File: src/rtl/fpa_pkg.sv
package fpa_pkg;

   // Operand category after decoding the exponent and fraction fields.
   typedef enum logic [1:0] {
      CLS_ZERO = 2'd0,
      CLS_NORM = 2'd1,
      CLS_INF  = 2'd2,
      CLS_NAN  = 2'd3
   } fp_class_e;

   // Extra bits carried below the significand: guard, round, sticky.
   localparam int unsigned GRS_W = 3;

endpackage

File: src/rtl/fpa_unpack.sv
module fpa_unpack
   import fpa_pkg::*;
#(
   parameter int unsigned EXP_W  = 8,
   parameter int unsigned FRAC_W = 23,
   localparam int unsigned WORD_W = 1 + EXP_W + FRAC_W,
   localparam int unsigned SIG_W  = FRAC_W + 1
) (
   input  logic [WORD_W-1:0] word,
   input  logic              flip,
   output logic              sign,
   output logic [EXP_W-1:0]  exp,
   output logic [SIG_W-1:0]  sig,
   output fp_class_e         cls
);

   logic [EXP_W-1:0]  raw_exp;
   logic [FRAC_W-1:0] raw_frac;
   logic              exp_zero, exp_ones;

   assign raw_exp  = word[WORD_W-2 -: EXP_W];
   assign raw_frac = word[FRAC_W-1:0];
   assign exp_zero = (raw_exp == '0);
   assign exp_ones = (raw_exp == '1);
   assign sign     = word[WORD_W-1] ^ flip;

   always_comb begin
      exp = raw_exp;
      sig = {1'b1, raw_frac};
      if (exp_zero) begin
         // denormals are read as zero of their own sign
         cls = CLS_ZERO;
         exp = '0;
         sig = '0;
      end else if (exp_ones) begin
         cls = (raw_frac == '0) ? CLS_INF : CLS_NAN;
      end else begin
         cls = CLS_NORM;
      end
   end

   always_comb begin
      if (cls == CLS_ZERO) a_r1_zero_empty: assert (sig == '0);
   end

endmodule

File: src/rtl/fpa_align.sv
module fpa_align
   import fpa_pkg::*;
#(
   parameter int unsigned EXP_W = 8,
   parameter int unsigned SIG_W = 24,
   localparam int unsigned EXT_W = SIG_W + GRS_W
) (
   input  logic              a_sign,
   input  logic [EXP_W-1:0]  a_exp,
   input  logic [SIG_W-1:0]  a_sig,
   input  logic              b_sign,
   input  logic [EXP_W-1:0]  b_exp,
   input  logic [SIG_W-1:0]  b_sig,
   output logic              big_sign,
   output logic [EXP_W-1:0]  big_exp,
   output logic [SIG_W-1:0]  big_sig,
   output logic              small_sign,
   output logic [EXT_W-1:0]  small_aln
);

   if (SIG_W < 4) begin : g_bad_sig
      $error("fpa_align: SIG_W must be at least 4");
   end

   logic              swap;
   logic [EXP_W-1:0]  small_exp, diff;
   logic [SIG_W-1:0]  small_sig;
   logic [EXT_W-1:0]  small_ext, shifted, lost;
   logic              sticky;

   // Order by magnitude so the subtraction below never goes negative.
   assign swap = {b_exp, b_sig} > {a_exp, a_sig};

   always_comb begin
      big_sign   = swap ? b_sign : a_sign;
      big_exp    = swap ? b_exp  : a_exp;
      big_sig    = swap ? b_sig  : a_sig;
      small_sign = swap ? a_sign : b_sign;
      small_exp  = swap ? a_exp  : b_exp;
      small_sig  = swap ? a_sig  : b_sig;
   end

   assign diff      = big_exp - small_exp;
   assign small_ext = {small_sig, {GRS_W{1'b0}}};

   always_comb begin
      if (32'(diff) >= EXT_W) begin
         // everything leaves the window: only the sticky bit survives
         shifted = '0;
         lost    = small_ext;
      end else begin
         shifted = small_ext >> diff;
         lost    = small_ext & ~({EXT_W{1'b1}} << diff);
      end
      sticky    = |lost;
      small_aln = {shifted[EXT_W-1:1], shifted[0] | sticky};
   end

   always_comb begin
      a_r3_small_not_larger: assert (small_aln <= {big_sig, {GRS_W{1'b0}}});
   end

endmodule

File: src/rtl/fpa_addnorm.sv
module fpa_addnorm
   import fpa_pkg::*;
#(
   parameter int unsigned EXP_W = 8,
   parameter int unsigned SIG_W = 24,
   localparam int unsigned EXT_W = SIG_W + GRS_W,
   localparam int unsigned LZ_W  = $clog2(EXT_W + 1),
   localparam int unsigned EW2   = EXP_W + 2
) (
   input  logic                  big_sign,
   input  logic [EXP_W-1:0]      big_exp,
   input  logic [SIG_W-1:0]      big_sig,
   input  logic                  small_sign,
   input  logic [EXT_W-1:0]      small_aln,
   output logic                  res_sign,
   output logic signed [EW2-1:0] res_exp,
   output logic [EXT_W-1:0]      norm,
   output logic                  sum_zero
);

   if (EW2 <= LZ_W) begin : g_bad_exp
      $error("fpa_addnorm: exponent too narrow for the shift count");
   end

   logic              eff_sub;
   logic [EXT_W:0]    big_ext, sum;
   logic [LZ_W-1:0]   lz;
   logic              found;
   logic signed [EW2-1:0] base_exp;

   assign eff_sub  = big_sign ^ small_sign;
   assign big_ext  = {1'b0, big_sig, {GRS_W{1'b0}}};
   assign sum      = eff_sub ? (big_ext - {1'b0, small_aln})
                             : (big_ext + {1'b0, small_aln});
   assign sum_zero = (sum == '0);
   assign res_sign = big_sign;
   assign base_exp = $signed({2'b00, big_exp});

   // leading-zero count over the non-carry part of the sum
   always_comb begin
      lz    = '0;
      found = 1'b0;
      for (int i = EXT_W - 1; i >= 0; i--) begin
         if (!found && sum[i]) begin
            lz    = LZ_W'(EXT_W - 1 - i);
            found = 1'b1;
         end
      end
   end

   always_comb begin
      if (sum[EXT_W]) begin
         // carry into a second integer bit: one right shift, keep sticky
         norm    = {sum[EXT_W:2], sum[1] | sum[0]};
         res_exp = base_exp + EW2'(1);
      end else begin
         // cancellation can need a shift across the whole width
         norm    = sum[EXT_W-1:0] << lz;
         res_exp = base_exp - $signed({{(EW2-LZ_W){1'b0}}, lz});
      end
   end

   always_comb begin
      if (!sum_zero) a_r4_leading_one: assert (norm[EXT_W-1]);
   end

endmodule

File: src/rtl/fpa_round.sv
module fpa_round
   import fpa_pkg::*;
#(
   parameter int unsigned EXP_W  = 8,
   parameter int unsigned FRAC_W = 23,
   localparam int unsigned SIG_W  = FRAC_W + 1,
   localparam int unsigned EXT_W  = SIG_W + GRS_W,
   localparam int unsigned EW2    = EXP_W + 2,
   localparam int unsigned WORD_W = 1 + EXP_W + FRAC_W
) (
   input  logic                  res_sign,
   input  logic signed [EW2-1:0] res_exp,
   input  logic [EXT_W-1:0]      norm,
   input  logic                  sum_zero,
   input  logic                  zero_sign,
   output logic [WORD_W-1:0]     word,
   output logic                  ovf,
   output logic                  unf
);

   localparam logic signed [EW2-1:0] EXP_TOP = EW2'((1 << EXP_W) - 1);

   logic [SIG_W-1:0]       mant, mant_f;
   logic                   g_bit, r_bit, s_bit, round_up;
   logic [SIG_W:0]         rnd;
   logic signed [EW2-1:0]  exp_f;

   assign mant     = norm[EXT_W-1:GRS_W];
   assign g_bit    = norm[2];
   assign r_bit    = norm[1];
   assign s_bit    = norm[0];
   // nearest, ties to even
   assign round_up = g_bit & (r_bit | s_bit | mant[0]);
   assign rnd      = {1'b0, mant} + (SIG_W + 1)'(round_up);

   always_comb begin
      if (rnd[SIG_W]) begin
         mant_f = rnd[SIG_W:1];
         exp_f  = res_exp + EW2'(1);
      end else begin
         mant_f = rnd[SIG_W-1:0];
         exp_f  = res_exp;
      end
   end

   always_comb begin
      ovf  = 1'b0;
      unf  = 1'b0;
      word = {res_sign, exp_f[EXP_W-1:0], mant_f[FRAC_W-1:0]};
      if (sum_zero) begin
         word = {zero_sign, {(WORD_W-1){1'b0}}};
      end else if (exp_f >= EXP_TOP) begin
         ovf  = 1'b1;
         word = {res_sign, {EXP_W{1'b1}}, {FRAC_W{1'b0}}};
      end else if (exp_f <= EW2'(0)) begin
         unf  = 1'b1;
         word = {res_sign, {(WORD_W-1){1'b0}}};
      end
   end

   always_comb begin
      a_r13_one_flag: assert (!(ovf && unf));
   end

endmodule

File: src/rtl/fpa_addsub.sv
module fpa_addsub
   import fpa_pkg::*;
#(
   parameter int unsigned EXP_W   = 8,
   parameter int unsigned FRAC_W  = 23,
   parameter bit          REG_OUT = 1'b1
) (
   input  logic                    clk,
   input  logic                    rst_n,
   input  logic                    in_valid,
   input  logic                    sub_op,
   input  logic [EXP_W+FRAC_W:0]   opa,
   input  logic [EXP_W+FRAC_W:0]   opb,
   output logic                    out_valid,
   output logic [EXP_W+FRAC_W:0]   result,
   output logic                    ovf_flag,
   output logic                    unf_flag
);

   localparam int unsigned WORD_W = 1 + EXP_W + FRAC_W;
   localparam int unsigned SIG_W  = FRAC_W + 1;
   localparam int unsigned EXT_W  = SIG_W + GRS_W;
   localparam int unsigned EW2    = EXP_W + 2;
   localparam logic [WORD_W-1:0] QNAN =
      {1'b0, {EXP_W{1'b1}}, 1'b1, {(FRAC_W-1){1'b0}}};

   if (EXP_W < 4 || FRAC_W < 4) begin : g_bad_fmt
      $error("fpa_addsub: EXP_W and FRAC_W must each be at least 4");
   end

   // ---------------- operand decode ----------------
   logic [WORD_W-1:0] op_word [2];
   logic [1:0]        op_flip;
   logic [1:0]        u_sign;
   logic [EXP_W-1:0]  u_exp [2];
   logic [SIG_W-1:0]  u_sig [2];
   fp_class_e         u_cls [2];

   assign op_word[0] = opa;
   assign op_word[1] = opb;
   assign op_flip    = {sub_op, 1'b0};   // subtract flips the second sign

   for (genvar k = 0; k < 2; k++) begin : g_unpack
      fpa_unpack #(.EXP_W(EXP_W), .FRAC_W(FRAC_W)) unpack_i (
         .word (op_word[k]),
         .flip (op_flip[k]),
         .sign (u_sign[k]),
         .exp  (u_exp[k]),
         .sig  (u_sig[k]),
         .cls  (u_cls[k])
      );
   end

   // ---------------- arithmetic path ----------------
   logic                  big_sign, small_sign, res_sign, sum_zero;
   logic [EXP_W-1:0]      big_exp;
   logic [SIG_W-1:0]      big_sig;
   logic [EXT_W-1:0]      small_aln, norm;
   logic signed [EW2-1:0] res_exp;
   logic [WORD_W-1:0]     arith_word;
   logic                  arith_ovf, arith_unf;

   fpa_align #(.EXP_W(EXP_W), .SIG_W(SIG_W)) align_i (
      .a_sign     (u_sign[0]),
      .a_exp      (u_exp[0]),
      .a_sig      (u_sig[0]),
      .b_sign     (u_sign[1]),
      .b_exp      (u_exp[1]),
      .b_sig      (u_sig[1]),
      .big_sign   (big_sign),
      .big_exp    (big_exp),
      .big_sig    (big_sig),
      .small_sign (small_sign),
      .small_aln  (small_aln)
   );

   fpa_addnorm #(.EXP_W(EXP_W), .SIG_W(SIG_W)) addnorm_i (
      .big_sign   (big_sign),
      .big_exp    (big_exp),
      .big_sig    (big_sig),
      .small_sign (small_sign),
      .small_aln  (small_aln),
      .res_sign   (res_sign),
      .res_exp    (res_exp),
      .norm       (norm),
      .sum_zero   (sum_zero)
   );

   fpa_round #(.EXP_W(EXP_W), .FRAC_W(FRAC_W)) round_i (
      .res_sign  (res_sign),
      .res_exp   (res_exp),
      .norm      (norm),
      .sum_zero  (sum_zero),
      .zero_sign (u_sign[0] & u_sign[1]),
      .word      (arith_word),
      .ovf       (arith_ovf),
      .unf       (arith_unf)
   );

   // ---------------- special operands ----------------
   logic              is_nan_case;
   logic [WORD_W-1:0] next_word;
   logic              next_ovf, next_unf;

   assign is_nan_case = (u_cls[0] == CLS_NAN) || (u_cls[1] == CLS_NAN) ||
                        ((u_cls[0] == CLS_INF) && (u_cls[1] == CLS_INF) &&
                         (u_sign[0] != u_sign[1]));

   always_comb begin
      next_word = arith_word;
      next_ovf  = arith_ovf;
      next_unf  = arith_unf;
      if (is_nan_case) begin
         next_word = QNAN;
         next_ovf  = 1'b0;
         next_unf  = 1'b0;
      end else if (u_cls[0] == CLS_INF || u_cls[1] == CLS_INF) begin
         next_word = {(u_cls[0] == CLS_INF) ? u_sign[0] : u_sign[1],
                      {EXP_W{1'b1}}, {FRAC_W{1'b0}}};
         next_ovf  = 1'b0;
         next_unf  = 1'b0;
      end
   end

   // ---------------- output stage ----------------
   if (REG_OUT) begin : g_reg_out
      always_ff @(posedge clk or negedge rst_n) begin
         if (!rst_n) begin
            out_valid <= 1'b0;
            result    <= '0;
            ovf_flag  <= 1'b0;
            unf_flag  <= 1'b0;
         end else begin
            out_valid <= in_valid;
            if (in_valid) begin
               result   <= next_word;
               ovf_flag <= next_ovf;
               unf_flag <= next_unf;
            end
         end
      end

      a_r11_valid_follows: assert property (@(posedge clk) disable iff (!rst_n)
         in_valid |=> out_valid);
      a_r11_no_spurious: assert property (@(posedge clk) disable iff (!rst_n)
         !in_valid |=> !out_valid);
      a_r11_hold_result: assert property (@(posedge clk) disable iff (!rst_n)
         !in_valid |=> $stable(result) && $stable(ovf_flag) && $stable(unf_flag));
   end else begin : g_comb_out
      assign out_valid = in_valid;
      assign result    = next_word;
      assign ovf_flag  = next_ovf;
      assign unf_flag  = next_unf;
   end

   a_r7_ovf_is_inf: assert property (@(posedge clk) disable iff (!rst_n)
      ovf_flag |-> (result[WORD_W-2:0] == {{EXP_W{1'b1}}, {FRAC_W{1'b0}}}));
   a_r8_unf_is_zero: assert property (@(posedge clk) disable iff (!rst_n)
      unf_flag |-> (result[WORD_W-2:0] == '0));
   a_r9_nan_quiet: assert property (@(posedge clk) disable iff (!rst_n)
      (result[WORD_W-2 -: EXP_W] == '1 && result[FRAC_W-1:0] != '0)
         |-> (result == QNAN && !ovf_flag && !unf_flag));
   a_r13_flags_exclusive: assert property (@(posedge clk) disable iff (!rst_n)
      !(ovf_flag && unf_flag));

endmodule

File: config.mk
export PLATFORM = sky130hd
export DESIGN_NAME = fpa_addsub
export DESIGN_NICKNAME = d
export VERILOG_FILES = /design/src/rtl/fpa_pkg.sv /design/src/rtl/fpa_unpack.sv /design/src/rtl/fpa_align.sv /design/src/rtl/fpa_addnorm.sv /design/src/rtl/fpa_round.sv /design/src/rtl/fpa_addsub.sv
export SDC_FILE = /design/constraint.sdc
export NUM_CORES = 1
export LEC_CHECK = 0
export ABC_CLOCK_PERIOD_IN_PS = 2200
export BUFFER_PORTS_ARGS = -buffer_cell sky130_fd_sc_hd__buf_2
export CAP_MARGIN = 10
export CORE_AREA = 2 2 182 184
export CTS_BUF_LIST = sky130_fd_sc_hd__clkbuf_16
export DETAILED_ROUTE_END_ITERATION = 10
export DIE_AREA = 0 0 184 186
export PLACE_DENSITY = 0.71
export SYNTH_ARGS = -nofsm -noshare
export SYNTH_HDL_FRONTEND = slang
export SYNTH_SLANG_ARGS = --single-unit
export TNS_END_PERCENT = 100
File: constraint.sdc
create_clock -name clk -period 2.2 [get_ports clk]
set_input_delay 0.11 -clock clk [delete_from_list [all_inputs] [get_ports clk]]
set_output_delay 0.11 -clock clk [all_outputs]
set_load 0.02 [all_outputs]
Word level (Yosys, flattened, before mapping)
Cells that the tools add are included.
{ "word_totals": {"ff_bits": 35, "output_inout_bits": 35, "elab_cells": 188} }
{ "classes": {"addsub": 7, "n_lt_le_gt_ge": 4, "eq_ne": 7, "shifts": 3, "muxes": 90, "n_bitwise": 10, "n_reduce_logical": 63} }
{ "ops": {"columns": ["operator", "count"], "rows": [
  ["$mux W24", 4],
  ["$mux W32", 3],
  ["$mux W27", 3],
  ["$mux W31", 2],
  ["$mux W5", 11],
  ["$logic_not A23 Y1", 2],
  ["$mux W1", 41],
  ["$gt A32 B32 Y1", 1],
  ["$mux W4", 8],
  ["$mux W8", 4],
  ["$add A27 B27 Y28", 1],
  ["$logic_and A1 B1 Y1", 28],
  ["$logic_not A28 Y1", 1],
  ["$mux W28", 1],
  ["$sub A27 B27 Y28", 1],
  ["$and A27 B27 Y27", 1],
  ["$not A27 Y27", 1],
  ["$reduce_or A27 Y1", 1],
  ["$shl A27 B5 Y27", 1],
  ["$shl A27 B8 Y27 const A", 1],
  ["$shr A27 B8 Y27", 1],
  ["$logic_not A1 Y1", 26],
  ["$add A24 B1 Y25", 1],
  ["$mux W23", 1],
  ["18 further kinds", 39]
]} }

Longest topological paths before layout
Gate-level depths: netlist of the first run.
{ "depth": {"word_depth": 105, "depth_mapped": 78, "mapped_depth_nobuf": 65} }

Modules after synthesis
Synthesis of the first run repeated with hierarchy kept, for this count alone.
{ "hier_totals": {"cells_unflattened": 1854, "hier_area_um2": 12883.6} }
{ "by_module_without_submodules": {"columns": ["module", "n_inst", "cells_each", "area_each_um2", "seq_area_each_um2"], "rows": [
  ["fpa_addnorm", 1, 848, 5621.6, 0.0],
  ["fpa_align", 1, 564, 3759.9, 0.0],
  ["fpa_addsub", 1, 139, 1420.1, 875.8],
  ["fpa_round", 1, 203, 1333.8, 0.0],
  ["fpa_unpack", 2, 50, 374.1, 0.0]
]} }

Worst setup path before layout of the first run
OpenSTA, ideal clock, no wires.
{ "synth_timing": {"path_kind": "input port to flip-flop", "from": "input opa[29]", "to": "register result[0]", "setup_ns": 0.101, "arrival_time_ns": 13.894, "setup_slack_ns": -11.794, "cell_stages": 69, "path_buffers": 15, "cell_sequence": "nor4_1 > nand2_1 > buf_2 > buf_1 > buf_2 > nand2_1 > ha_1 > nand4_1 > a2111oi_0 > o41ai_1 > nand2_2 > buf_2 > buf_2 > buf_2 > buf_1 > clkbuf_1 > buf_1 > mux2i_1 > [... 33 more ...] > clkbuf_1 > ha_1 > nor2b_1 > o21ai_0 > nand2b_1 > and2_1 > o31a_1 > or2_2 > or3_1 > nor2_1 > or3_1 > a21oi_1 > o21ai_0 > nor4_1 > o2bb2ai_1 > nand4_1 > buf_2 > o32ai_1"} }
{ "synth_between": {"elab_chain_cells": 105} }
{ "synth_lines": {"columns": ["item", "line", "text"], "rows": [
  ["from (decl)", "fpa_addsub.sv:12", "input logic [EXP_W+FRAC_W:0] opa,"],
  ["$logic_not A8 Y1", "fpa_unpack.sv:23", "assign exp_zero = (raw_exp == '0);"],
  ["$mux W24 or $mux W8 (tied branches)", "fpa_unpack.sv:30", "if (exp_zero) begin"],
  ["$gt A32 B32 Y1", "fpa_align.sv:32", "assign swap = {b_exp, b_sig} > {a_exp, a_sig};"],
  ["$mux W8, on equally long branches", "fpa_align.sv:36, fpa_align.sv:39", null],
  ["$sub A8 B8 Y8", "fpa_align.sv:43", "assign diff = big_exp - small_exp;"],
  ["$shl A27 B8 Y27", "fpa_align.sv:53", "lost = small_ext & ~({EXT_W{1'b1}} << diff);"],
  ["$not A27 Y27", "fpa_align.sv:53", null],
  ["$and A27 B27 Y27", "fpa_align.sv:53", null],
  ["[... 89 more ...]", null, null],
  ["$add A24 B1 Y25", "fpa_round.sv:34", "assign rnd = {1'b0, mant} + (SIG_W + 1)'(round_up);"],
  ["$mux W10", "fpa_round.sv:37", "if (rnd[SIG_W]) begin"],
  ["$le A10 B1 Y1", "fpa_round.sv:55", "end else if (exp_f <= EW2'(0)) begin"],
  ["$mux W31", "fpa_round.sv:55", null],
  ["$mux W31", "fpa_round.sv:52", "end else if (exp_f >= EXP_TOP) begin"],
  ["$mux W32", "fpa_round.sv:50", "if (sum_zero) begin"],
  ["$mux W32", "fpa_addsub.sv:117", "end else if (u_cls[0] == CLS_INF || u_cls[1] == CLS_INF) begin"],
  ["$mux W32 *", "fpa_addsub.sv:113", "if (is_nan_case) begin"],
  ["to (signal assigned)", "fpa_addsub.sv:136", "result <= next_word;"],
  ["to (decl)", "fpa_addsub.sv:15", "output logic [EXP_W+FRAC_W:0] result,"]
]} }
Every way passes the cells marked *; elsewhere a longest branch is shown, timed or not.
A chain may end at the register's enable or synchronous reset.

Worst setup path in the final report of the first run
{ "layout_timing": {"from": "input opb[27]", "to": "register result[0]"} }
{ "layout_between": {"elab_chain_cells": 105} }
{ "layout_lines": {"columns": ["item", "line", "text"], "rows": [
  ["from (decl)", "fpa_addsub.sv:13", "input logic [EXP_W+FRAC_W:0] opb,"],
  ["$logic_not A8 Y1", "fpa_unpack.sv:23", null],
  ["$mux W24 or $mux W8 (tied branches)", "fpa_unpack.sv:30", null],
  ["$gt A32 B32 Y1", "fpa_align.sv:32", null],
  ["$mux W8, on equally long branches", "fpa_align.sv:36, fpa_align.sv:39", null],
  ["$sub A8 B8 Y8", "fpa_align.sv:43", null],
  ["$shl A27 B8 Y27", "fpa_align.sv:53", null],
  ["$not A27 Y27", "fpa_align.sv:53", null],
  ["$and A27 B27 Y27", "fpa_align.sv:53", null],
  ["[... 89 more ...]", null, null],
  ["$add A24 B1 Y25", "fpa_round.sv:34", null],
  ["$mux W10", "fpa_round.sv:37", null],
  ["$le A10 B1 Y1", "fpa_round.sv:55", null],
  ["$mux W31", "fpa_round.sv:55", null],
  ["$mux W31", "fpa_round.sv:52", null],
  ["$mux W32", "fpa_round.sv:50", null],
  ["$mux W32", "fpa_addsub.sv:117", null],
  ["$mux W32 *", "fpa_addsub.sv:113", null]
]} }
Marks and branches as above.

==> results of run 1 <==
==> worst paths after layout <==
kind,depth (start not counted),to,startpoint
hold / removal,2,out_valid$_DFF_PN0_,in_valid
setup / recovery,70,result[0]$_DFFE_PN0P_,opb[27]
max in group asynchronous,2,result[19]$_DFFE_PN0P_,rst_n
setup reg to reg,2,result[22]$_DFFE_PN0P_,result[22]$_DFFE_PN0P_
hold reg to reg,1,result[12]$_DFFE_PN0P_,result[12]$_DFFE_PN0P_
min in group asynchronous,2,result[14]$_DFFE_PN0P_,rst_n
==> logic make-up after synthesis <==
kind of cell               Yosys count  share of synthesized area
buffers and inverters              261                     0.0765
muxes                               77                     0.0662
xor gates and xnor gates            61                     0.0376
DFF                                 35                     0.0607
adders and majority gates           94                     0.0824
AOI/OAI and AO/OA                  764                      0.360
and+or+nand+nor                    913                      0.316
==> per-stage QoR <==
stage / setup WS (ps) / cell area (um^2) / TNS, ps
after global placement: -9750 / 22000 / -326590
after detailed placement: -10350 / 22000 / -345190
after floorplan: -9870 / 14900 / -328910
final: -9760 / 24200 / -322980
after CTS: -8980 / 23300 / -300120
after global routing: -10130 / 24200 / -336450
==> where the power goes <==
| part | switching (W) | total [W] | internal (W) |
|---|---|---|---|
| registers | 0.000195 | 0.00110 | 0.000905 |
| clock network | 0.000297 | 0.000705 | 0.000408 |
| logic | 0.00897 | 0.0165 | 0.00757 |
==> cell type report <==
cell class,count,area share
Antenna cell,1,0.000103
Clock buffer,5,0.00516
Clock inverter,2,0.000361
Inverter,108,0.0176
Multi-Input combinational cell,1909,0.579
Sequential cell,35,0.0361
Tap cell,408,0.0211
Timing Repair Buffer,1084,0.341
Timing Repair inverter,1,0.000258
==> routing by layer <==
metal	vias up	wire, um	track usage
li1	10200	-	-
met1	10900	31900	0.580
met2	1890	37000	0.759
met3	492	9770	0.0984
met4	2	7040	0.266
met5	-	12	0
==> what timing repair did <==
action                     CTS  global route
gates resized for setup    192           134
gates cloned                 3             2
hold buffers                 1             0
pin swaps                   96            66
hold endpoints to repair    35             0
setup endpoints to repair   34            34
buffers inserted            49            43
==> state kept, by name (all words and copies together) (netlist names) <==
register   cells
out_valid      1
ovf_flag       1
result        32
unf_flag       1
==> critical path, delay by kind of cell <==
kind	cells	cell delay, ps
muxes	1	190
and+or+nand+nor	24	3650
xor gates and xnor gates	1	140
AOI/OAI and AO/OA	24	4870
adders and majority gates	4	1070
buffers and inverters	16	2100
==> synthesized netlist by cell type (10+ instances only) <==
cell type | n | area [um^2]
o22ai_1 | 15 | 93.8
nor3_1 | 68 | 340
buf_2 | 37 | 185
mux2i_1 | 49 | 490
mux2_2 | 11 | 124
or2_2 | 14 | 87.6
o21a_1 | 13 | 97.6
nor4_1 | 39 | 244
nand2b_1 | 27 | 169
o2bb2ai_1 | 19 | 166
inv_1 | 97 | 364
and3_1 | 18 | 113
a211o_1 | 14 | 123
ha_1 | 91 | 1140
a21oi_1 | 182 | 911
or3_1 | 26 | 163
a21o_1 | 30 | 225
nand3_1 | 63 | 315
a221oi_1 | 11 | 96.3
clkbuf_1 | 86 | 323
xnor2_1 | 43 | 377
a311oi_1 | 13 | 114
mux4_2 | 12 | 270
a22oi_1 | 10 | 75.1
nor2b_1 | 28 | 175
nor2_1 | 214 | 803
o21ai_0 | 171 | 856
nand4_1 | 51 | 319
dfrtp_1 | 35 | 876
o21ai_1 | 10 | 50.1
a22o_1 | 11 | 96.3
o21bai_1 | 19 | 143
a31oi_1 | 30 | 188
a211oi_1 | 36 | 270
o31ai_1 | 17 | 128
xor2_1 | 17 | 149
and2_1 | 41 | 257
o32ai_1 | 14 | 123
or4_1 | 11 | 82.6
nand2_1 | 259 | 972
o211ai_1 | 27 | 203
buf_1 | 17 | 63.8
and4_1 | 11 | 96.3
==> results, run 1 <==
- Leaving out fill and tap cells, the most frequent cell in the layout is buf_4.
- At the worst endpoint, the arrival time is between 10000 and 15000 ps.
- The final count of negative-setup-slack endpoints is 34.
- The dominant cell type by count on the critical path is buf_4.
- The fraction of layout instances using a drive strength above 1 is 0.451.
- In the layout the commonest cells are 932 x buf_4, 241 x nand2_1, 201 x nor2_1.
- The number of filler cells placed in the layout is roughly 2500.
- Overall power consumption after layout is estimated at between 0.015 and 0.02 W.
- The kind of start point of the critical path is a primary input.
- During I/O placement, the number of pins put on the boundary was around 100.
- The detail-routed via count per cell is 6.60.
- The DRC violation count after routing is 0.
- During placement, the flow inserted port buffers numbering ~100.
- After synthesis, the share of flip-flops with an asynchronous set or reset is 1.00.
- The total number of placement rows is 66.
- The type of the tightest min-delay check is in2reg.
- Dividing the detail-routed wire length by the instance count gives roughly 24 um.
- The final RePlAce weighted congestion is roughly 1.1.
- Registers take approximately 880 um^2.
- After layout, the worst setup slack is -9760 ps.
- The worst-case vdd ir drop is between 0.4 and 0.5 mV.
- Wires add up to ~86000 um.
- At the pin with the least slew margin, the transition time is about 900 ps.
- Summing every instance area after synthesis gives about 0.014 mm^2.
- In this run, synthesis inferred 0 flip-flops with an integrated enable.
- For this run, the detailed router's first-pass iteration total came to 7.
- Once detail routing completed, the nets flagged for antenna violations numbered 0.
- The fraction of the core area covered by cells at the end of the flow is 0.753.
- The clock period minus final worst setup slack is 11960 ps.
- In this run the vertical extent of the chip is roughly 190 um.
- The die covers roughly 0.034 mm^2.
- TritonCTS built the clock tree.
- After synthesis, the mean cell area works out to between 6 and 7 um^2.
- For this configuration, the core starts out at a cell density of 0.448.
- The net count after synthesis is around 2400.
- The worst reg-to-reg setup slack is between 1000 and 1500 ps.
- For this design, the sink count on the clock tree is 35.
- The estimated wirelength of the detail-placed design is between 60000 and 70000 um.
- The sequential element share of the synthesized area is 0.0607.
- The multi-input combinational cell area is 0.0140 mm^2.
- The H-tree depth is 2.
- The clock edge transition at the registers on the reported setup and hold paths is 60 ps.
- The initial antenna violation count is 1.
- The required time reported for the critical path endpoint is roughly 2400 ps.
- The portion of the clock cycle consumed by the worst path in the final layout is 5.43.
- For the final database, setup skew stands at 0 ps.
- The number of instances in the synthesized netlist is ~2200.
- The cell with the largest stage delay on the worst path is a2111oi_4.
- The count of unique library cells instantiated by Yosys is around 120.
- The combined global-route utilization of all metal layers is 0.470.
- Measured along the x axis, the die boundary spans between 150 and 200 um.
- The cell at the root of the clock tree is clkbuf_16.
- After synthesis the netlist holds a flip-flop and latch count of 35.
- The number of pins with negative max-slew slack in the final report came to 0.
- The flow ran to the end, but the final reports show violations.
- The total of warnings raised by yosys is 0.
- The residual overflow from global routing is 0.
- The first global-routing pass estimated 125000 um of wire.
- For this design the static power due to leakage is 11.3 nW.
- The total core area is 0.0322 mm^2.
- The pin count of the biggest net entering global routing is between 40 and 50.
- The number of buffers between clock root and the deepest sink is 2.
- The total power divided by cell area is roughly 760 mW/mm^2.
- The post-layout instance count excluding filler cells is 3553.
- The final reports fail on negative setup slack.
- The number of global-route vias before repair came to ~22000.
- In this run the worst path has a maximum fanout of 8.
- For this block, the initial DRC count from the detailed router was about 3200.
- On the worst path, the slowest cell contributes a delay of approximately 360 ps.
- The final layout contains between 3000 and 4000 nets.
- In this run, placement finished with an instance count of 3461.
- Timing would allow up to between 0.08 and 0.09 GHz.
- The insertion delay to the later sink of the worst-skew pair is approximately 290 ps.
- Clock tree synthesis inserted a total of 5 buffers.
- For this run, the leading register cell type out of synthesis is dfrtp_1.
- The number of max-cap violations is 0.
- The headroom to the max-slew limit is 0.392.
- Setup repair after global routing could not meet its margin everywhere.
- The nature of the critical path endpoint is a flop.
- The start-to-end type of the worst setup path is in2reg.
- The smallest hold slack is ~210 ps.
- The final hold violation count came to 0.
- The routed via count is ~23000.
- The area growth from synthesis to layout is 68.1%.
Power figures use the tool's default switching activity.
==> run 2: changes to the inputs <==
ABC_AREA = 1   (was unset)
CORE_AREA = 2 2 144 202   (was 2 2 182 184)
DIE_AREA = 0 0 146 204   (was 0 0 184 186)
==> run 2 against run 1 <==
  * The run now fails in global routing (5_1_grt)
  * Synthesized cell count increased by 3.5%
  * Area after synthesis decreased by 14%
==> results, run 2 <==
- The tool reported: "[ERROR GRT-0116] Global routing finished with congestion. Check the congestion regions in the DRC Viewer".
- The proportion of netlist area held by the largest area contributor is 0.197 (was 0.0790).
- The final RePlAce weighted congestion was 1.07 (was 1.12).
- The horizontal die dimension is 146 um (was 184 um).
- The leading register cell type out of synthesis is dfrtp_1 (unchanged).
- The TritonCTS sink count is 35 (unchanged).
- The cell with the most instances after synthesis is nand2_1 (unchanged).
- The number of buffers between clock root and the deepest sink was 2 (unchanged).
- Status: did not finish (was finished with violations).
- The stopping stage is global routing (5_1_grt).
- The instance area at placement is 0.0188 mm^2 (was 0.0220 mm^2).
- The dominant cell type by area after synthesis is nand2_1 (was ha_1).
- The H-tree depth was 2 (unchanged).
- Area contributors post-synth: nand2_1 20%, nand3_1 14%, ha_1 9.2% (was ha_1 7.9%, nand2_1 6.7%, a21oi_1 6.3%).
- The estimated wirelength of the detail-placed design was 53700 um (was 66100 um).
- The share of flip-flops with an asynchronous set or reset is 1.00 (unchanged).
- The count of unique library cells instantiated by Yosys is 67 (was 115).
- Top cells by instance count after synthesis: 654 x nand2_1, 340 x nand3_1, 260 x inv_1, 200 x nor2_1, 104 x o21ai_0 (was 259 x nand2_1, 214 x nor2_1, 182 x a21oi_1, 171 x o21ai_0, 97 x inv_1).
- The cell area after synthesis is 0.0124 mm^2 (was 0.0144 mm^2).
- The count of boundary I/O pins is 103 (unchanged).
- The wire length of the first global-routing pass is about 120000 um.
- The register bit count reported by yosys is 35 (unchanged).
- The sequential element share of the synthesized area is 0.0704 (was 0.0607).
- The count of flip-flops with a built-in enable after synthesis is 0 (unchanged).
- The cell at the root of the clock tree is clkbuf_16 (unchanged).
- The total of warnings raised by yosys came to 0 (unchanged).
- The pin count of the biggest net entering global routing is 36.
- The combined global-route utilization of all metal layers is 0.516.
- The number of buffers added on ports is 102 (unchanged).
- The synthesized area per cell is 5.45 um^2 (was 6.54 um^2).
- The number of buffers added by the clock tree synthesis step was 5 (unchanged).
- The net count after synthesis is 2444 (was 2366).
- The number of instances in the synthesized netlist is 2283 (was 2205).
- The die height is 204 um (was 186 um).
- The residual overflow from global routing is 16.
- The total number of placement rows is 73 (was 66).
- The number of global-route vias before repair is 22400.
- The starting density of the core is 0.442 (was 0.448).
[run 2: changes by cell type after synthesis, moves of 32 or more]
cell	previous run	this run
nand3_1	63	340
mux2i_1	49	0
nand2_1	259	654
a211oi_1	36	4
inv_1	97	260
nor3_1	68	19
a21oi_1	182	102
and2_1	41	2
clkbuf_1	86	42
o21ai_0	171	104
[run 2: timing repair]
item / in CTS
hold buffers: 1
endpoints found under the setup margin: 34
pin swaps: 70
buffers inserted: 89
hold endpoints to repair: 35
gates cloned: 6
resized for setup: 176
[run 2: logic make-up after synthesis]
group / count (synthesis) / synth area share
and+or+nand+nor: 1376 / 0.507
DFF: 35 / 0.0704
buffers and inverters: 390 / 0.130
xor gates and xnor gates: 59 / 0.0415
adders and majority gates: 93 / 0.0948
AOI/OAI and AO/OA: 330 / 0.156
[run 2: metrics by stage]
| stage | hold slack, ps | cells | setup slack, ps | TNS [ps] |
|---|---|---|---|---|
| global placement | 190 | 3381 | -8940 | -297840 |
| floorplan | -186 | 2283 | -7880 | -262770 |
| CTS | 60.8 | 3485 | -8120 | -271950 |
| detailed placement | 221 | 3381 | -9270 | -308170 |
[run 2: metal layers]
| layer | track usage | GRT overflow |
|---|---|---|
| met4 | 0.610 | 7 |
| met3 | 0.186 | 0 |
| met5 | 0.00667 | 0 |
| met1 | 0.446 | 0 |
| met2 | 0.857 | 9 |
==> run 3: changes to the inputs <==
CORE_AREA = 2 2 207 209   (was 2 2 144 202)
CTS_BUF_LIST = unset   (was sky130_fd_sc_hd__clkbuf_16)
DIE_AREA = 0 0 209 211   (was 0 0 146 204)
PLACE_DENSITY = unset   (was 0.71)
PLACE_DENSITY_LB_ADDON = 0.15   (was unset)
==> run 3 against run 2 <==
  * The flow now finishes, with violations (negative setup slack)
  * Area after synthesis unchanged
  * Synthesized cell count stayed put
==> results, run 3 <==
- The clock period minus final worst setup slack is 10560 ps.
- The DRC violation count after routing is 0.
- The number of buffers added on ports is 102 (unchanged).
- After detailed routing, the average wire length per cell comes to ~17 um.
- The register with the most flip-flops in the layout has 32 of them.
- The area growth from synthesis to layout is 72.8%.
- The worst-case vdd ir drop is 0.678 mV.
- The number of instances in the synthesized netlist is 2283 (unchanged).
- The TritonCTS sink count came to 35 (unchanged).
- The pin count of the biggest net entering global routing is between 60 and 70.
- The die height is 211 um (was 204 um).
- The core region is between 0.04 and 0.05 mm^2.
- The slack of the critical path is -8360 ps.
- Fill cells in the final layout number between 4000 and 5000.
- The synthesized area per cell was 5.45 um^2 (unchanged).
- The critical path is of the in2reg type.
- The count of boundary I/O pins is 103 (unchanged).
- The final RePlAce weighted congestion was 0.954 (was 1.07).
- The die footprint is 0.0441 mm^2.
- In the final layout, the share of cells above drive strength 1 is 0.418.
- The first global-routing pass estimated between 90000 and 100000 um of wire.
- The proportion of netlist area held by the largest area contributor is 0.197 (unchanged).
- The count of flip-flops with a built-in enable after synthesis is 0 (unchanged).
- The area used by sequential logic in the layout is 876 um^2.
- STA puts the critical path data arrival time at between 10000 and 15000 ps.
- The number of buffers added by the clock tree synthesis step is 5 (unchanged).
- Power spread over the standard cell area amounts to between 800 and 900 mW/mm^2.
- In this run the worst path has a maximum fanout of 8.
- The horizontal die dimension is 209 um (was 146 um).
- The number of global-route vias before repair is roughly 18000.
- The fraction of the core area covered by cells at the end of the flow is 0.515.
- The most frequent standard cell in the layout excluding fill and tap cells is buf_4.
- The net count after synthesis came to 2444 (unchanged).
- The routed wire length is between 60000 and 70000 um.
- The share of cell area taken by muxes after synthesis came to 0 (unchanged).
- For this run, the top clock speed supported by timing is about 0.095 GHz.
- The adder and majority gate portion of the synthesized area is 0.0948 (unchanged).
- The total number of placement rows came to 75 (was 73).
- The H-tree depth is 2 (unchanged).
- The portion of the clock cycle consumed by the worst path in the final layout is 4.80.
- Final hold analysis gives a worst-case slack of about 87 ps.
- In the final layout, the multi-input gates occupy about 0.011 mm^2.
- The final hold violation count was 0.
- The number of pins with negative max-slew slack in the final report is 0.
- The dominant cell type by area after synthesis is nand2_1 (unchanged).
- The dominant combinational cell family by area after synthesis is simple AND/OR/NAND/NOR gates (unchanged).
- For this design, the slowest cell found on the critical path is nor2_4.
- Setup repair after global routing could not meet its margin everywhere.
- The sequential element share of the synthesized area is 0.0704 (unchanged).
- In this design, the critical path's most frequently occurring cell is nand2_1.
- The simple-gate share of the synthesized area was 0.507 (unchanged).
- At the later pin of the worst-skew pair, clock insertion delay measures around 280 ps.
- The leading register cell type out of synthesis is dfrtp_1 (unchanged).
- The share of flip-flops with an asynchronous set or reset came to 1.00 (unchanged).
- The pre-antenna-repair detailed-routing pass consisted of 7 iterations.
- The cell count of the worst reg-to-reg path is 1.
- The fraction of synthesized cell area in xor and xnor cells is 0.0415 (unchanged).
- Along the worst hold path, the cell count comes to 1.
- On the worst path, the slowest cell contributes a delay of just under 300 ps.
- The register bit count reported by yosys came to 35 (unchanged).
- The clock edge transition at the registers on the reported setup and hold paths is about 50 ps.
- Summed over all layers, the global routing overflow is 0.
- The estimated wirelength of the detail-placed design is 51900 um (was 53700 um).
- The number of buffers between clock root and the deepest sink came to 2 (unchanged).
- The checks that failed: negative setup slack.
- The initial antenna violation count is 1.
- The final count of negative-setup-slack endpoints is 34.
- Status: finished with violations (was did not finish).
- The post-detailed-route count of antenna-violating nets is 0.
- The number of violations reported at the end of detailed-routing iteration 0 is about 1300.
- The type of the tightest min-delay check is in2reg.
- In the layout the commonest cells are 798 x buf_4, 607 x nand2_1, 291 x nand3_1.
- The clock arrives with 0 ps of skew.
- For the pin with the worst max-slew slack, the measured transition is around 740 ps.
- The summed negative setup slack over all endpoints is -279300 ps.
- The area fraction in compound gates after synthesis is 0.156 (unchanged).
- The cell area after synthesis is 0.0124 mm^2 (unchanged).
- The tool flagged a number of max-cap violations equal to 0.
- Area contributors post-synth: nand2_1 20%, nand3_1 14%, ha_1 9.2% (unchanged).
- Counting flops per register, the top entry is result.
- The cell with the most instances after synthesis is nand2_1 (unchanged).
- Top cells by instance count after synthesis: 654 x nand2_1, 340 x nand3_1, 260 x inv_1, 200 x nor2_1, 104 x o21ai_0 (unchanged).
- STA classifies the critical path endpoint as a flop.
- The number of nets in the layout is roughly 3300.
- The starting density of the core is 0.298 (was 0.442).
- The detail-routed via count per cell is around 5.0.
- The total of warnings raised by yosys is 0 (unchanged).
- The routed via count is about 18000.
- The leakage power is 11.5 nW.
- STA classifies the critical path startpoint as a primary input.
- TritonCTS built the clock tree.
- The cell at the root of the clock tree is clkbuf_16 (unchanged).
- The required time reported for the critical path endpoint is 2410 ps.
- The count of unique library cells instantiated by Yosys is 67 (unchanged).
- Across every metal layer, demand over resource in global routing totals 0.275.
- The headroom to the max-slew limit is 0.504.
## run 3: cell counts after synthesis
Identical to the previous run, type by type.
## run 3: cell families after synthesis
logic type               after synthesis
adder cells (fa/ha/maj)               93
XOR/XNOR                              59
buffers and inverters                390
AO/OA/AOI/OAI                        330
AND/OR/NAND/NOR                     1376
flip-flops                            35
## run 3: what timing repair did
action / in CTS / in global routing
cloned: 7 / 4
endpoints found under the hold margin: 35 / 0
pin swaps: 72 / 139
resized for setup: 122 / 181
setup endpoints to repair: 34 / 34
buffers inserted: 44 / 31
hold buffers: 1 / 0
## run 3: metal layers
metal / global-route usage / up-vias / part of all wire
li1: - / 9283 / -
met1: 0.340 / 8552 / 0.43
met2: 0.509 / 476 / 0.49
met3: 0.0180 / 96 / 0.046
met4: 0.0842 / 0 / 0.032
met5: 0 / - / 0
## run 3: worst paths after layout
kind	from	to	slack (ps)
min in group asynchronous	rst_n	result[16]$_DFFE_PN0P_	430
worst max register to register	result[31]$_DFFE_PN0P_	result[31]$_DFFE_PN0P_	1510
worst min-delay path	in_valid	out_valid$_DFF_PN0_	90
max in group asynchronous	rst_n	result[7]$_DFFE_PN0P_	1300
worst min register to register	result[8]$_DFFE_PN0P_	result[8]$_DFFE_PN0P_	460
worst max-delay path	opb[24]	result[18]$_DFFE_PN0P_	-8360
## run 3: final cells by class
| cell class | instances | share of cell area |
|---|---|---|
| diodes | 1 | 0.000116 |
| clock buffers | 7 | 0.00617 |
| clock inverters | 1 | 0.000233 |
| inverters | 292 | 0.0526 |
| multi-input cells | 1862 | 0.527 |
| flip-flops and latches | 35 | 0.0408 |
| well taps | 539 | 0.0314 |
| repair buffers | 953 | 0.342 |
| repair inverters | 1 | 0.000233 |
## run 3: where the power goes
group          switching [W]  leakage, nW  total (W)  internal, W
sequential          0.000132        0.423    0.00105     0.000917
clock               0.000250       0.0679   0.000667     0.000418
combinational        0.00963         11.0     0.0174      0.00780
total                 0.0100         11.5     0.0192      0.00914
## run 3: through the flow
step	total power, W	setup slack (ps)	cell area [um^2]	instances
final	0.0192	-8360	21500	3691
after global routing	0.0207	-9260	21500	3691
after CTS	0.0184	-8290	20600	3671
after detailed placement	0.0170	-9090	19400	3611
after global placement	0.0169	-8890	19400	3611
after floorplan	0.00916	-7880	12800	2283
## run 3: worst max-delay path: cells and delay by family
kind,cells,cell delay (ps)
compound gates,6,930
fa+ha+maj,4,790
simple gates,74,7450
buf+inv,11,1420
